`src/rtl/ecc_regfront_pkg.sv`:
```
package ecc_regfront_pkg;
   localparam int unsigned AW = 7;
   localparam int unsigned DW = 32;

   localparam logic [AW-1:0] OFS_CTRL  = 7'h00;
   localparam logic [AW-1:0] OFS_CSET  = 7'h04;
   localparam logic [AW-1:0] OFS_CCLR  = 7'h08;
   localparam logic [AW-1:0] OFS_CNT   = 7'h0C;
   localparam logic [AW-1:0] OFS_DATA  = 7'h10;
   localparam logic [AW-1:0] OFS_PAR   = 7'h14;
   localparam logic [AW-1:0] OFS_STAT  = 7'h24;
   localparam logic [AW-1:0] OFS_IDX   = 7'h28;
   localparam logic [AW-1:0] OFS_IE    = 7'h38;
   localparam logic [AW-1:0] OFS_IESET = 7'h3C;
   localparam logic [AW-1:0] OFS_IECLR = 7'h40;

   // control bit positions
   localparam int unsigned CB_EN     = 0;
   localparam int unsigned CB_INIT   = 1;
   localparam int unsigned CB_STRONG = 2;
   localparam int unsigned CB_ENC    = 3;
   localparam int unsigned CTRL_W    = 4;

   // status bit positions
   localparam int unsigned SB_ERR  = 0;
   localparam int unsigned SB_UNC  = 1;
   localparam int unsigned SB_ENCD = 2;
   localparam int unsigned SB_DECD = 3;
   localparam int unsigned SB_AFF  = 4;
   localparam int unsigned SB_A00  = 5;
   localparam int unsigned IE_W    = 6;
   localparam int unsigned SF_TERR = 16;
   localparam int unsigned SF_ERRC = 28;
   localparam int unsigned CNT_DEC_LSB = 16;
endpackage

```
`src/rtl/ecc_sc_reg.sv`:
```
module ecc_sc_reg #(
   parameter int unsigned     W        = 4,
   parameter logic [W-1:0]    AUTO_CLR = '0
) (
   input  logic         clk,
   input  logic         rst_n,
   input  logic         set_we,
   input  logic         clr_we,
   input  logic [W-1:0] din,
   output logic [W-1:0] q
);
   logic [W-1:0] set_m, clr_m;

   assign set_m = set_we ? din : '0;
   assign clr_m = clr_we ? din : '0;

   always_ff @(posedge clk) begin
      if (!rst_n) q <= '0;
      else        q <= ((q & ~AUTO_CLR) | set_m) & ~clr_m;
   end
endmodule

```
`src/rtl/ecc_byte_feed.sv`:
```
module ecc_byte_feed #(
   parameter int unsigned CNT_W = 10
) (
   input  logic             clk,
   input  logic             rst_n,
   input  logic             init,
   input  logic             en,
   input  logic             enc,
   input  logic             wr_byte,
   input  logic [7:0]       byte_in,
   input  logic [CNT_W-1:0] enc_tgt,
   input  logic [CNT_W-1:0] dec_tgt,
   output logic             byte_vld_o,
   output logic [7:0]       byte_o,
   output logic             done_o,
   output logic             all_ff_o,
   output logic             all_00_o,
   output logic [CNT_W-1:0] cnt_o
);
   localparam logic [CNT_W-1:0] ONE = {{(CNT_W-1){1'b0}}, 1'b1};

   logic [CNT_W-1:0] cnt_q, cnt_nxt, tgt;
   logic             aff_q, a00_q, acc, ff_now, z_now;

   assign tgt     = enc ? enc_tgt : dec_tgt;
   assign acc     = wr_byte && en && !init && (cnt_q < tgt);
   assign cnt_nxt = cnt_q + ONE;
   assign ff_now  = aff_q && (byte_in == 8'hFF);
   assign z_now   = a00_q && (byte_in == 8'h00);

   assign done_o   = acc && (cnt_nxt == tgt);
   assign all_ff_o = done_o && ff_now;
   assign all_00_o = done_o && z_now;
   assign cnt_o    = cnt_q;

   always_ff @(posedge clk) begin
      if (!rst_n) begin
         cnt_q      <= '0;
         aff_q      <= 1'b1;
         a00_q      <= 1'b1;
         byte_vld_o <= 1'b0;
         byte_o     <= '0;
      end else begin
         byte_vld_o <= acc;
         if (acc) byte_o <= byte_in;
         if (init) begin
            cnt_q <= '0;
            aff_q <= 1'b1;
            a00_q <= 1'b1;
         end else if (acc) begin
            cnt_q <= cnt_nxt;
            aff_q <= ff_now;
            a00_q <= z_now;
         end
      end
   end
endmodule

```
`src/rtl/ecc_stat_reg.sv`:
```
module ecc_stat_reg #(
   parameter int unsigned W = 32
) (
   input  logic         clk,
   input  logic         rst_n,
   input  logic [W-1:0] set_v,
   input  logic         w1c_we,
   input  logic [W-1:0] w1c_v,
   output logic [W-1:0] q
);
   logic [W-1:0] clr_m;

   assign clr_m = w1c_we ? w1c_v : '0;

   always_ff @(posedge clk) begin
      if (!rst_n) q <= '0;
      else        q <= (q & ~clr_m) | set_v;
   end
endmodule

```
`src/rtl/ecc_result_store.sv`:
```
module ecc_result_store #(
   parameter int unsigned PAR_BYTES = 13,
   parameter int unsigned IDX_WORDS = 4,
   localparam int unsigned PAR_WORDS = (PAR_BYTES + 3) / 4
) (
   input  logic                    clk,
   input  logic                    rst_n,
   input  logic                    cap,
   input  logic [PAR_BYTES*8-1:0]  par_in,
   input  logic [IDX_WORDS*32-1:0] idx_in,
   output logic [PAR_WORDS*32-1:0] par_words_o,
   output logic [IDX_WORDS*32-1:0] idx_o
);
   logic [PAR_BYTES*8-1:0]  par_q;
   logic [IDX_WORDS*32-1:0] idx_q;

   always_ff @(posedge clk) begin
      if (!rst_n) begin
         par_q <= '0;
         idx_q <= '0;
      end else if (cap) begin
         par_q <= par_in;
         idx_q <= idx_in;
      end
   end

   for (genvar w = 0; w < PAR_WORDS; w++) begin : g_pw
      for (genvar b = 0; b < 4; b++) begin : g_pb
         if (w * 4 + b < PAR_BYTES) begin : g_live
            assign par_words_o[w*32+b*8 +: 8] = par_q[(w*4+b)*8 +: 8];
         end else begin : g_pad
            assign par_words_o[w*32+b*8 +: 8] = 8'h00;
         end
      end
   end

   assign idx_o = idx_q;
endmodule

```
`src/rtl/ecc_regfront.sv`:
```
module ecc_regfront
   import ecc_regfront_pkg::*;
#(
   parameter int unsigned CNT_W     = 10,
   parameter int unsigned PAR_BYTES = 13,
   parameter int unsigned IDX_WORDS = 4,
   parameter int unsigned ERRC_W    = 4,
   parameter int unsigned TERR_W    = 7
) (
   input  logic                    clk,
   input  logic                    rst_n,
   input  logic                    bus_wr,
   input  logic [6:0]              bus_addr,
   input  logic [31:0]             bus_wdata,
   output logic [31:0]             bus_rdata,
   output logic                    irq,
   output logic                    eng_en,
   output logic                    eng_init,
   output logic                    eng_strong,
   output logic                    eng_enc,
   output logic                    eng_byte_vld,
   output logic [7:0]              eng_byte,
   input  logic                    eng_res_vld,
   input  logic                    eng_uncor,
   input  logic [ERRC_W-1:0]       eng_err_cnt,
   input  logic [TERR_W-1:0]       eng_err_tot,
   input  logic [PAR_BYTES*8-1:0]  eng_parity,
   input  logic [IDX_WORDS*32-1:0] eng_err_idx
);
   localparam int unsigned PAR_WORDS = (PAR_BYTES + 3) / 4;
   localparam logic [CTRL_W-1:0] INIT_MASK = CTRL_W'(1) << CB_INIT;

   if (CNT_W < 1 || CNT_W > 16) begin : g_bad_cnt
      $error("CNT_W must lie in 1..16");
   end
   if (PAR_BYTES < 1 || PAR_WORDS > 4) begin : g_bad_par
      $error("parity must fit in four words");
   end
   if (IDX_WORDS < 1 || IDX_WORDS > 4) begin : g_bad_idx
      $error("IDX_WORDS must lie in 1..4");
   end
   if (ERRC_W < 1 || ERRC_W > 4 || TERR_W < 1 || TERR_W > 7) begin : g_bad_fld
      $error("status field width out of range");
   end

   logic [CTRL_W-1:0]          ctrl_q;
   logic [IE_W-1:0]            ie_q;
   logic [31:0]                stat_q, stat_set;
   logic [CNT_W-1:0]           enc_tgt_q, dec_tgt_q, byte_cnt;
   logic                       done, all_ff, all_00;
   logic [PAR_WORDS*32-1:0]    par_words;
   logic [IDX_WORDS*32-1:0]    idx_words;

   logic wr_cset, wr_cclr, wr_cnt, wr_data, wr_stat, wr_ieset, wr_ieclr;
   assign wr_cset  = bus_wr && (bus_addr == OFS_CSET);
   assign wr_cclr  = bus_wr && (bus_addr == OFS_CCLR);
   assign wr_cnt   = bus_wr && (bus_addr == OFS_CNT);
   assign wr_data  = bus_wr && (bus_addr == OFS_DATA);
   assign wr_stat  = bus_wr && (bus_addr == OFS_STAT);
   assign wr_ieset = bus_wr && (bus_addr == OFS_IESET);
   assign wr_ieclr = bus_wr && (bus_addr == OFS_IECLR);

   ecc_sc_reg #(.W(CTRL_W), .AUTO_CLR(INIT_MASK)) u_ctrl (
      .clk(clk), .rst_n(rst_n), .set_we(wr_cset), .clr_we(wr_cclr),
      .din(bus_wdata[CTRL_W-1:0]), .q(ctrl_q)
   );

   ecc_sc_reg #(.W(IE_W), .AUTO_CLR('0)) u_ie (
      .clk(clk), .rst_n(rst_n), .set_we(wr_ieset), .clr_we(wr_ieclr),
      .din(bus_wdata[IE_W-1:0]), .q(ie_q)
   );

   always_ff @(posedge clk) begin
      if (!rst_n) begin
         enc_tgt_q <= '0;
         dec_tgt_q <= '0;
      end else if (wr_cnt) begin
         enc_tgt_q <= bus_wdata[CNT_W-1:0];
         dec_tgt_q <= bus_wdata[CNT_DEC_LSB +: CNT_W];
      end
   end

   ecc_byte_feed #(.CNT_W(CNT_W)) u_feed (
      .clk(clk), .rst_n(rst_n),
      .init(ctrl_q[CB_INIT]), .en(ctrl_q[CB_EN]), .enc(ctrl_q[CB_ENC]),
      .wr_byte(wr_data), .byte_in(bus_wdata[7:0]),
      .enc_tgt(enc_tgt_q), .dec_tgt(dec_tgt_q),
      .byte_vld_o(eng_byte_vld), .byte_o(eng_byte),
      .done_o(done), .all_ff_o(all_ff), .all_00_o(all_00), .cnt_o(byte_cnt)
   );

   always_comb begin
      stat_set          = '0;
      stat_set[SB_ENCD] = done && ctrl_q[CB_ENC];
      stat_set[SB_DECD] = done && !ctrl_q[CB_ENC];
      stat_set[SB_AFF]  = all_ff;
      stat_set[SB_A00]  = all_00;
      if (eng_res_vld) begin
         stat_set[SB_UNC]            = eng_uncor;
         stat_set[SB_ERR]            = eng_uncor || (eng_err_cnt != '0);
         stat_set[SF_ERRC +: ERRC_W] = eng_err_cnt;
         stat_set[SF_TERR +: TERR_W] = eng_err_tot;
      end
   end

   ecc_stat_reg #(.W(32)) u_stat (
      .clk(clk), .rst_n(rst_n), .set_v(stat_set),
      .w1c_we(wr_stat), .w1c_v(bus_wdata), .q(stat_q)
   );

   ecc_result_store #(.PAR_BYTES(PAR_BYTES), .IDX_WORDS(IDX_WORDS)) u_res (
      .clk(clk), .rst_n(rst_n), .cap(eng_res_vld),
      .par_in(eng_parity), .idx_in(eng_err_idx),
      .par_words_o(par_words), .idx_o(idx_words)
   );

   always_comb begin
      bus_rdata = '0;
      case (bus_addr)
         OFS_CTRL: bus_rdata[CTRL_W-1:0] = ctrl_q;
         OFS_CNT: begin
            bus_rdata[CNT_W-1:0]             = enc_tgt_q;
            bus_rdata[CNT_DEC_LSB +: CNT_W]  = dec_tgt_q;
         end
         OFS_STAT: bus_rdata = stat_q;
         OFS_IE:   bus_rdata[IE_W-1:0] = ie_q;
         default:  bus_rdata = '0;
      endcase
      for (int i = 0; i < PAR_WORDS; i++)
         if (bus_addr == OFS_PAR + 7'(4 * i)) bus_rdata = par_words[i*32 +: 32];
      for (int i = 0; i < IDX_WORDS; i++)
         if (bus_addr == OFS_IDX + 7'(4 * i)) bus_rdata = idx_words[i*32 +: 32];
   end

   assign irq        = |(stat_q[IE_W-1:0] & ie_q);
   assign eng_en     = ctrl_q[CB_EN];
   assign eng_init   = ctrl_q[CB_INIT];
   assign eng_strong = ctrl_q[CB_STRONG];
   assign eng_enc    = ctrl_q[CB_ENC];
endmodule

```
`config.mk`:
```
export PLATFORM = sky130hd
export DESIGN_NAME = ecc_regfront
export DESIGN_NICKNAME = d
export VERILOG_FILES = /design/src/rtl/ecc_regfront_pkg.sv /design/src/rtl/ecc_sc_reg.sv /design/src/rtl/ecc_byte_feed.sv /design/src/rtl/ecc_stat_reg.sv /design/src/rtl/ecc_result_store.sv /design/src/rtl/ecc_regfront.sv
export SDC_FILE = /design/constraint.sdc
export NUM_CORES = 1
export LEC_CHECK = 0
export BUFFER_PORTS_ARGS = -buffer_cell sky130_fd_sc_hd__buf_2
export CAP_MARGIN = 40
export CELL_PAD_IN_SITES_DETAIL_PLACEMENT = 0
export CELL_PAD_IN_SITES_GLOBAL_PLACEMENT = 2
export CORE_MARGIN = 2
export CORE_UTILIZATION = 29
export CTS_CLUSTER_SIZE = 14
export DETAILED_ROUTE_END_ITERATION = 8
export HOLD_SLACK_MARGIN = 0.15
export PLACE_DENSITY_LB_ADDON = 0.25
export SETUP_SLACK_MARGIN = 0.3
export SLEW_MARGIN = 10
export SYNTH_ARGS = -nofsm -noshare
export SYNTH_HDL_FRONTEND = slang
export SYNTH_SLANG_ARGS = --single-unit
export TNS_END_PERCENT = 100
```
`constraint.sdc`:
```
create_clock -name clk -period 2.37 [get_ports clk]
set_input_delay 0.237 -clock clk [delete_from_list [all_inputs] [get_ports clk]]
set_output_delay 0.237 -clock clk [all_outputs]
set_load 0.01 [all_outputs]
```
==> results of run 1 <==
==> synth_stat cells (3+ instances only) <==
cell type,number,area [um^2]
nand2b_1,5,31.28
ha_1,11,137.6
a22oi_1,62,465.5
nor3_1,7,35.03
a211oi_1,10,75.07
nand3b_1,4,30.03
nor3b_1,3,22.52
clkbuf_1,107,401.6
o21a_1,3,22.52
nand2_1,128,480.5
buf_2,9,45.04
a31oi_1,3,18.77
a221oi_1,5,43.79
buf_1,17,63.81
inv_1,7,26.28
dfxtp_1,315,6306
or4_1,6,45.04
and3_1,3,18.77
o31ai_1,5,37.54
a211o_1,3,26.28
nor2b_1,5,31.28
a22o_1,7,61.31
o211ai_1,34,255.2
or3_1,6,37.54
a222oi_1,13,130.1
a21oi_1,143,715.7
and2_1,3,18.77
a2bb2oi_1,12,105.1
a21o_1,3,22.52
mux2i_1,246,2462
o221ai_1,4,35.03
o21ai_0,39,195.2
nor2_1,303,1137
xnor2_1,12,105.1
o22ai_1,20,125.1
xor2_1,6,52.55
nand3_1,24,120.1
mux2_2,4,45.04
nand4_1,3,18.77
==> sequential cells by signal, indices dropped and copies added (netlist names), 4 cells and up <==
name / cells
dec_tgt_q: 10
u_feed.byte_o: 8
u_ie.q: 6
u_res.idx_o: 128
u_feed.cnt_o: 10
u_res.par_q: 104
enc_tgt_q: 10
u_ctrl.q: 4
u_stat.q: 32
==> cell usage in the layout, fill, tap and decap left out, drive strengths merged, types with 6 or more instances in the layout <==
cell and instances:
a22oi 62, nor3 7, buf 571, xnor2 12
mux2i 246, o22ai 20, a21oi 143, a2bb2oi 12
ha 11, inv 8, a211oi 10, dlygate4sd3 279
nor2 303, a22o 7, nand3 24, nand2 128
a222oi 13, or3 6, clkbuf 59, dfxtp 315
or4 6, o211ai 34, xor2 6, o21ai 39
==> kinds of logic after synthesis <==
group,Yosys count
mux,250
simple gates,513
flops,315
compound gates,376
xor+xnor,18
fa+ha+maj,11
buf+inv,140
==> worst paths after layout <==
check / startpoint / end / slack [ps]
worst max-delay path: u_res.par_q[28] / bus_rdata[28] / -120
worst max register to register: u_ctrl.q[3] / u_feed.cnt_o[5] / -120
worst min-delay path: eng_res_vld / u_res.par_q[28] / 150
worst min register to register: u_stat.q[12] / u_stat.q[12] / 440
==> critical path: stages (launching register included) <==
cell	delay, ps
dfxtp_2	320
a222oi_1	580
buf_4	210
o211ai_1	160
a21oi_2	210
a21oi_2	70
buf_2	150
==> per-stage QoR <==
stage                     total power, mW  TNS, ps  setup slack (ps)
after floorplan                     6.460   -310.7            -71.61
after global placement              7.094    -3333            -234.2
after detailed placement            7.114    -4537            -312.7
after CTS                           13.44   -690.3            -155.3
after global routing                13.91    -4264            -255.7
final                               13.40    -1300            -120.0
==> power groups by stage <==
stage | Sequential, mW | Combinational [mW] | Clock (mW)
after floorplan | 5.76 | 0.704 | 0
after global placement | 5.82 | 1.27 | 0
after detailed placement | 5.82 | 1.29 | 0
after CTS | 5.72 | 1.79 | 5.93
after global routing | 5.75 | 2.02 | 6.14
final | 5.73 | 1.88 | 5.80
==> repair_timing <==
action                                  CTS  global route
resized for setup                       289           114
pin swaps                               119            75
setup buffers                            44            32
hold buffers                            279             0
hold endpoints to repair                302             0
endpoints found under the setup margin   57            57
gates cloned                              8             4
==> layout make-up <==
cell class / count / area [um^2]
clock buffer: 55 / 1106
multi-input combinational: 1169 / 8631
timing repair buffer: 854 / 7348
tap: 622 / 778.2
clock inverter: 9 / 108.9
inverter: 7 / 33.78
sequential: 315 / 6329
antenna: 3 / 7.507
fill: 4593 / 24300
==> per-layer routing <==
metal | track usage | wire, um
met4 | 0.07733 | 1753
met3 | 0.04003 | 3375
met1 | 0.3343 | 29310
met2 | 0.3922 | 29750
met5 | 0 | 11
==> metrics.md, run 1 <==
| Metric | Value |
|---|---|
| Post-synthesis xor/xnor area fraction | `0.01108` |
| Synth Instances | `1,623` |
| Top-Level Pins | `333` |
| Gpl congestion | `0.8822` |
| Largest family of logic cells by synthesized area | `multiplexers` |
| CTS Buf Count | `38` |
| DRC | `0` |
| Critical path data arrival time | `2250 ps` |
| Via density | `5.007` |
| All-Layer GR Usage | `0.2444` |
| Share of layout cells above drive strength 1 | `0.3504` |
| Worst IR drop on VDD | `0.0003577 V` |
| IO Port Bufs | `332` |
| CTS sink count | `315` |
| Fin crit period | `2490 ps` |
| Clock share of power | `0.433` |
| Antenna-violating nets left | `0` |
| Syn_nets | `1,921` |
| WL/cell | `21.16 um` |
| Total power per unit cell area | `550.5 nW/um^2` |
| Worst slew margin | `0.2817` |
| Compound-gate portion of the synthesized area | `0.1716` |
| Core Area | `48,650 um^2` |
| Yosys warnings | `0` |
| First-pass GRT wire length | `93,620 um` |
| Number of global-route vias before repair | `15,170` |
| Crit Path Class | `register to output port` |
| Yosys reg bits | `315` |
| Reg power frac | `0.427` |
| Final WL | `64,200 um` |
| Simple-Gate Fraction of Synth Area | `0.1507` |
| Nets | `2,683` |
| Ys async rst share | `0` |
| Count of different cell masters after synthesis | `58` |
| Post-DP HPWL | `44,150 um` |
| Pint | `10.02 mW` |
| Dpl cell area | `17,780 um^2` |
| Seq/Total Area, Yosys | `0.4431` |
| RSZ-0062 raised after global routing | `true` |
| Die Y-Extent | `225.5 um` |
| H-tree lvl count | `2` |
| Initial Utilization | `0.2926` |
| Final hold vios | `0` |
| Mean Syn Cell Area | `8.769 um^2` |
| Fraction of synthesized area in multiplexers | `0.1762` |
| R2R depth | `11` |
| Worst Skew | `20.29 ps` |
| Grt ovf | `0` |
| Worst setup margin | `-120.0 ps` |
| Switch share | `0.2520` |
| Final std cells w/o fill | `3,034` |
| Worst Path Required | `2130 ps` |
| CTS tree | `yes` |
| Bufs on Longest Clock Path | `3` |
| Area Overhead vs Synth | `71.03%` |
| First-pass DRT Iterations | `5` |
| Final setup violation count | `25` |
| Failing checks | `negative setup slack` |
| Largest net degree at the start of global routing | `195` |
| Max_cap viols | `0` |
| FMAX | `401.6 MHz` |
| Hold path cells | `3` |
| Critical Path End Type | `output port` |
| Worst Hold Class | `input port to register` |
| Crit path launch type | `register` |
| Chip width | `225.5 um` |
| Die area | `50,870 um^2` |
| Rows | `81` |
| Vias | `15,190` |
| Latest clock arrival within the worst-skew pair | `560 ps` |
| Number of DRC markers in iteration 0 | `1,257` |
| Worst Tran Pin Value | `1077 ps` |
| Pleak | `10.38 nW` |
| Design area | `24,340 um^2` |
| Hold WS | `153.7 ps` |
| Run status | `complete, but fails checks` |
| Sw Pwr | `3.376 mW` |
| Crit Path Max Fanout | `2` |
| Clock slew at reported path FFs | `60 ps` |
| Final period util | `1.051` |
| Post-synth EDFFs | `0` |
| Mapped cell area | `14,230 um^2` |
| Initial antenna violation count | `4` |
| Slew Limit Fails | `0` |
| Ys flop type | `dfxtp_1` |
| # placed instances | `2,600` |
| Utilization after layout | `0.5004` |
| Synth Area in Adders | `0.009670` |
| Clock root cell | `clkbuf_16` |
| Logic pwr share | `0.140` |
Power figures use the tool's default switching activity.
==> inputs of run 2 (changes only) <==
Settings changed: CORE_UTILIZATION 29 to 30, SYNTH_HIERARCHICAL set to 1.
==> metrics.md, run 2 <==
| Metric | Value |
|---|---|
| Final WL | `68,490 um (+6.7%)` |
| Post-synthesis xor/xnor area fraction | `0.007700 (-0.003377)` |
| CTS Buf Count | `40 (+5.3%)` |
| Largest net degree at the start of global routing | `93 (-52%)` |
| Number of global-route vias before repair | `15,910 (+4.9%)` |
| Area Overhead vs Synth | `64.60%` |
| Most frequent cells in the layout | `buf_2, dfxtp_1, dlygate4sd3_1` |
| Compound-gate portion of the synthesized area | `0.1592 (-0.01243)` |
| Worst path most repeated cell | `buf_6` |
| Crit path launch type | `register` |
| Failing checks | `negative setup slack` |
| Ys flop type | `dfxtp_1` |
| Total power per unit cell area | `527.3 nW/um^2 (-4.2%)` |
| First-pass GRT wire length | `99,490 um (+6.3%)` |
| Utilization after layout | `0.4988 (-0.001576)` |
| Yosys reg bits | `315 (unchanged)` |
| Largest family of logic cells by synthesized area | `simple AND/OR/NAND/NOR gates` |
| Worst Path Required | `2800 ps (+670 ps)` |
| Mapped cell area | `15,930 um^2 (+12%)` |
| RSZ-0062 raised after global routing | `true` |
| Worst IR drop on VDD | `0.0003417 V (-4.5%)` |
| IO Port Bufs | `332 (unchanged)` |
| Fin crit period | `2427 ps (-63.44 ps)` |
| Clock root cell | `clkbuf_16` |
| Gpl congestion | `0.8384 (-5.0%)` |
| Clock slew at reported path FFs | `60 ps (about the same)` |
| Final hold vios | `0 (unchanged)` |
| Antenna-violating nets left | `0 (unchanged)` |
| Crit path max-delay family | `simple AND/OR/NAND/NOR gates` |
| Final std cells w/o fill | `3,273 (+7.9%)` |
| Count of different cell masters after synthesis | `81 (+40%)` |
| Grt ovf | `0 (unchanged)` |
| Bufs on Longest Clock Path | `3 (unchanged)` |
| Synth Instances | `1,691 (+4.2%)` |
| Critical path's slowest cell | `dfxtp_4` |
| FMAX | `412.1 MHz (+2.6%)` |
| Nets | `2,852 (+6.3%)` |
| Most frequent cells after synthesis | `dfxtp_1, mux2i_1, nor2b_1` |
| Crit Path Max Fanout | `5 (+3)` |
| Simple-Gate Fraction of Synth Area | `0.1811 (+0.03042)` |
| Latest clock arrival within the worst-skew pair | `560 ps (about the same)` |
| Share of layout cells above drive strength 1 | `0.3487 (-0.001651)` |
| Power Total | `13.82 mW (+3.2%)` |
| Yosys warnings | `6 (+6)` |
| DRC | `0 (unchanged)` |
| Worst Tran Pin Value | `542.0 ps (-535.5 ps)` |
| Crit Path Class | `register to register` |
| Area leader, netlist | `dfxtp_1` |
| Synth Area in Adders | `0.008642 (-0.001028)` |
| Chip width | `234.4 um (+3.9%)` |
| Critical Path End Type | `register` |
| Final period util | `1.024 (-0.02677)` |
| Max reg flops | `128 (unchanged)` |
| Seq/Total Area, Yosys | `0.3960 (-0.04710)` |
| Via density | `4.789 (-4.3%)` |
| CTS tree | `yes` |
| Worst Hold Class | `input port to register` |
| Core Area | `52,550 um^2 (+8.0%)` |
| Post-synth EDFFs | `0 (unchanged)` |
| Rows | `84 (+3.7%)` |
| Die Y-Extent | `234.4 um (+3.9%)` |
| Pleak | `11.36 nW (+9.5%)` |
| Worst setup margin | `-56.58 ps (+63.44 ps)` |
| All-Layer GR Usage | `0.2423 (-0.002068)` |
| Vias | `15,680 (+3.2%)` |
| Top cell type's share of synthesized area | `0.3960 (-0.04710)` |
| Top-Level Pins | `333 (unchanged)` |
| Initial antenna violation count | `4 (unchanged)` |
| # placed instances | `2,810 (+8.1%)` |
| Ys async rst share | `0 (unchanged)` |
| Ranking of synthesized cells by area | `dfxtp_1, mux2i_1, nor2b_1` |
| Critical path data arrival time | `2860 ps (+610 ps)` |
| Crit path buffers/inverters | `2 (unchanged)` |
| Worst slew margin | `0.6387 (+0.3570)` |
| Mean Syn Cell Area | `9.418 um^2 (+7.4%)` |
| Final setup violation count | `14 (-44%)` |
| CP max stage delay | `400 ps (-180 ps)` |
| First-pass DRT Iterations | `6 (+1)` |
| WL/cell | `20.93 um (-1.1%)` |
| Crit-path cells | `buf_6, buf_6, mux2i_4, ha_4, o2111ai_2, a211o_1, nand3_2, and4b_2, nor2b_4, and2_4, o21ai_2, a31oi_1` |
| Post-DP HPWL | `49,340 um (+12%)` |
| Run status | `complete, but fails checks` |
| Fraction of synthesized area in multiplexers | `0.1721 (-0.004036)` |
| Top-count cell post-synth | `dfxtp_1` |
| Initial Utilization | `0.3030 (+0.01048)` |
| Max_cap viols | `0 (unchanged)` |
| Worst Skew | `13.86 ps (-6.433 ps)` |
| Die area | `54,940 um^2 (+8.0%)` |
| H-tree lvl count | `2 (unchanged)` |
| CTS sink count | `315 (unchanged)` |
| Slew Limit Fails | `0 (unchanged)` |
| Number of DRC markers in iteration 0 | `760 (-40%)` |
| Most common cell after layout, fill and taps aside | `buf_2` |
==> run 2: repair_timing <==
action / in CTS / in global routing
setup endpoints to repair: 57 / 57
pin swaps: 107 / 65
hold buffers: 293 / 0
gates cloned: 4 / 0
buffers inserted: 59 / 34
gates resized for setup: 339 / 71
hold endpoints to repair: 303 / 0
==> run 2: worst register-to-register path, cell delays in order, from the launching register on <==
cell and delay [ps]:
dfxtp_4 400, buf_6 150, buf_6 130, mux2i_4 310, ha_4 180, o2111ai_2 80, a211o_1 310, nand3_2 80
and4b_2 250, nor2b_4 130, and2_4 140, o21ai_2 100, a31oi_1 50
==> run 2: final timing paths <==
path	from	to	slack, ps	cells after the start
max	u_ctrl/q[3]	u_stat/q[2]	-60	12
max reg2reg	u_ctrl/q[3]	u_stat/q[2]	-60	12
min reg2reg	u_feed/aff_q	u_feed/aff_q	470	1
min	eng_res_vld	u_stat/q[0]	170	4
==> run 2: cell families after synthesis <==
kind of cell / count (synthesis)
mux: 270
compound gates: 384
other cells: 2
flops: 315
simple gates: 506
xor+xnor: 14
fa+ha+maj: 11
buf+inv: 189
==> run 2: report_power, final <==
part | internal (mW) | switching (mW) | total [mW]
logic | 1.16 | 0.910 | 2.07
registers | 5.57 | 0.215 | 5.78
clock network | 3.54 | 2.44 | 5.97
==> run 2: area by class of cell <==
type	instances	area, um^2
fill	4876	26340
multi-input combinational	1239	9963
timing repair buffer	913	7614
sequential	315	6337
clock buffer	60	1179
tap	688	860.8
inverter	45	168.9
clock inverter	9	80.08
antenna	4	10.01
==> run 2: through the flow <==
stage / TNS, ps / instance area, um^2 / hold WS, ps / setup WS [ps]
floorplan: -217.3 / 16150 / 326.7 / -108.2
global placement: -2926 / 19310 / 428.8 / -554.9
detailed placement: -2642 / 19310 / 436.1 / -251.0
finish: -346.7 / 26210 / 172.3 / -56.58
global route: -3138 / 26210 / 190.2 / -228.3
CTS: -371.0 / 25550 / 153.3 / -64.94
==> run 2: metal layers <==
| metal | up-vias | GRT usage | wire (um) |
|---|---|---|---|
| li1 | 7699 | - | - |
| met1 | 7506 | 0.3237 | 31290 |
| met2 | 366 | 0.3953 | 31800 |
| met3 | 102 | 0.03624 | 3175 |
| met4 | 2 | 0.08903 | 2216 |
| met5 | - | 0 | 13 |
==> inputs of run 3 (changes only) <==
Settings changed: MAX_ROUTING_LAYER set to met4.
==> metrics.md, run 3 (synthesis gave the netlist of run 2 again) <==
| Metric | Value |
|---|---|
| Run status | `complete, but fails checks` |
| Failing checks | `negative setup slack` |
| Crit-path cells | `mux2i_4, ha_4, a211o_1, a21oi_2, a211o_1, nand3_2, and4b_2, nor2b_4, nor2b_4, o21ai_1, a31oi_1` |
| IO Port Bufs | `332 (unchanged)` |
| WL/cell | `21.23 um (+1.5%)` |
| Crit path max-delay family | `compound AO/OA/AOI/OAI gates` |
| Number of DRC markers in iteration 0 | `867 (+14%)` |
| Hold WS | `209.7 ps (+37.42 ps)` |
| Pleak | `11.15 nW (-1.9%)` |
| H-tree lvl count | `2 (unchanged)` |
| Area of the multi-input gates | `9903 um^2 (-0.60%)` |
| Design area | `25,790 um^2 (-1.6%)` |
| Final WL | `68,970 um (+0.69%)` |
| Antenna-violating nets left | `0 (unchanged)` |
| # placed instances | `2,819 (+0.32%)` |
| FMAX | `410.2 MHz (-0.47%)` |
| Met2 Track Usage GR | `0.4036 (+0.008296)` |
| Rows | `84 (unchanged)` |
| Worst slew margin | `0.5274 (-0.1113)` |
| Most common cell after layout, fill and taps aside | `buf_2` |
| First-pass GRT wire length | `98,550 um (-0.95%)` |
| Final setup violation count | `6 (-8)` |
| Max reg flops | `128 (unchanged)` |
| Share of layout cells above drive strength 1 | `0.3444 (-0.004292)` |
| Power Total | `13.47 mW (-2.6%)` |
| Pint | `9.931 mW (-3.2%)` |
| DRC | `0 (unchanged)` |
| Grt ovf | `0 (unchanged)` |
| Gr busiest metal | `met2` |
| Critical Path End Type | `register` |
| Worst Tran Pin Value | `708.9 ps (+166.9 ps)` |
| Post-route setup TNS | `-275.0 ps (+71.67 ps)` |
| Final std cells w/o fill | `3,248 (-0.76%)` |
| Nets | `2,832 (-0.70%)` |
| GRT met1 Usage | `0.3163 (-0.007356)` |
| All-Layer GR Usage | `0.2487 (+0.006408)` |
| Switch share | `0.2625 (+0.004897)` |
| Crit path launch type | `register` |
| Chip width | `234.4 um (unchanged)` |
| Register Area | `6336 um^2 (about the same)` |
| Worst Skew | `8.782 ps (-5.080 ps)` |
| Critical path's slowest cell | `dfxtp_4` |
| Worst setup margin | `-68.13 ps (-11.56 ps)` |
| Initial Utilization | `0.3030 (unchanged)` |
| Post-DP HPWL | `50,000 um (+1.3%)` |
| Via density | `4.806 (+0.35%)` |
| Total power per unit cell area | `522.0 nW/um^2 (-1.0%)` |
| Utilization after layout | `0.4909 (-0.007953)` |
| CTS Buf Count | `39 (-2.5%)` |
| Clock slew at reported path FFs | `60 ps (about the same)` |
| RSZ-0062 raised after global routing | `true` |
| Final period util | `1.029 (+0.004877)` |
| Reg power frac | `0.430 (+0.012)` |
| Crit path buffers/inverters | `0 (-2)` |
| Initial antenna violation count | `2 (-2)` |
| Max_cap viols | `0 (unchanged)` |
| Final hold vios | `0 (unchanged)` |
| CTS sink count | `315 (unchanged)` |
| Die area | `54,940 um^2 (unchanged)` |
| Worst IR drop on VDD | `0.0004514 V (+32%)` |
| Number of global-route vias before repair | `15,740 (-1.1%)` |
| Fin crit period | `2438 ps (+11.56 ps)` |
| Placement Setup Slack | `-456.4 ps (-205.4 ps)` |
| Clock root cell | `clkbuf_16` |
| Sw Pwr | `3.534 mW (-0.74%)` |
| Bufs on Longest Clock Path | `3 (unchanged)` |
| Die Y-Extent | `234.4 um (unchanged)` |
| Vias | `15,610 (-0.41%)` |
| Largest net degree at the start of global routing | `134 (+44%)` |
| Layout fillers | `4,977 (+2.1%)` |
| Logic pwr share | `0.153 (+0.003)` |
| Worst Hold Class | `input port to register` |
| Area Overhead vs Synth | `61.97%` |
| CTS tree | `yes` |
| Crit Path Class | `register to register` |
| Most frequent cells in the layout | `buf_2, dfxtp_1, dlygate4sd3_1` |
| Critical path data arrival time | `2930 ps (+70 ps)` |
| Dpl cell area | `19,400 um^2 (+0.43%)` |
| Gpl congestion | `0.8992 (+7.3%)` |
| Clock share of power | `0.417 (-0.015)` |
| Crit Path Max Fanout | `7 (+2)` |
| Top-Level Pins | `333 (unchanged)` |
| Worst Path Required | `2860 ps (+60 ps)` |
| Met3 Use GR | `0.04086 (+0.004621)` |
| Slew Limit Fails | `0 (unchanged)` |
| CP max stage delay | `430 ps (+30 ps)` |
| Core Area | `52,550 um^2 (unchanged)` |
| Latest clock arrival within the worst-skew pair | `560 ps (about the same)` |
| First-pass DRT Iterations | `7 (+1)` |
-- run 3: changes by cell type in the layout (fill, tap and decap cells not counted), moves of 5 or more --
cell	change
buf_6	-6
o21ai_0	-9
nor2_1	-5
dlygate4sd3_1	-9
buf_8	-7
o21ai_1	+13
-- run 3: final cells by class --
type	count	share of cell area
inverter	45	0.006548
multi-input combinational	1239	0.3839
clock buffer	55	0.04249
antenna	2	0.0001940
clock inverter	10	0.002668
timing repair buffer	894	0.2852
sequential	315	0.2456
tap	688	0.03337
-- run 3: power groups by stage --
stage                     Sequential [mW]  Clock, mW  Combinational [mW]
after floorplan                      5.78          0               0.887
after global routing                 5.81       5.96                2.21
after CTS                            5.77       5.78                1.99
after detailed placement             5.87          0                1.46
after global placement               5.87          0                1.44
final                                5.78       5.62                2.07
-- run 3: path summary, 6_finish.rpt --
check	slack (ps)	end	from	cells past startpoint
hold / removal	210	u_stat/q[0]	eng_err_cnt[2]	5
hold reg to reg	470	u_feed/a00_q	u_feed/a00_q	1
setup / recovery	-70	u_stat/q[3]	u_ctrl/q[3]	11
setup reg to reg	-70	u_stat/q[3]	u_ctrl/q[3]	11
-- run 3: worst register-to-register path, stage by stage, from the launching register on --
cell	delay, ps
dfxtp_4	430
mux2i_4	280
ha_4	230
a211o_1	260
a21oi_2	100
a211o_1	160
nand3_2	80
and4b_2	340
nor2b_4	150
nor2b_4	140
o21ai_1	70
a31oi_1	140
-- run 3: metal layers --
layer,share of wire,vias up
li1,-,7667
met1,0.45,7440
met2,0.47,395
met3,0.051,108
met4,0.032,0
met5,0,-
-- run 3: repair_timing --
| action | 4_1_cts | 5_1_grt |
|---|---|---|
| setup endpoints to repair | 57 | 59 |
| gates cloned | 4 | 1 |
| endpoints found under the hold margin | 302 | 0 |
| buffers inserted | 48 | 25 |
| hold buffers | 284 | 0 |
| pin swaps | 89 | 77 |
| gates resized for setup | 306 | 91 |
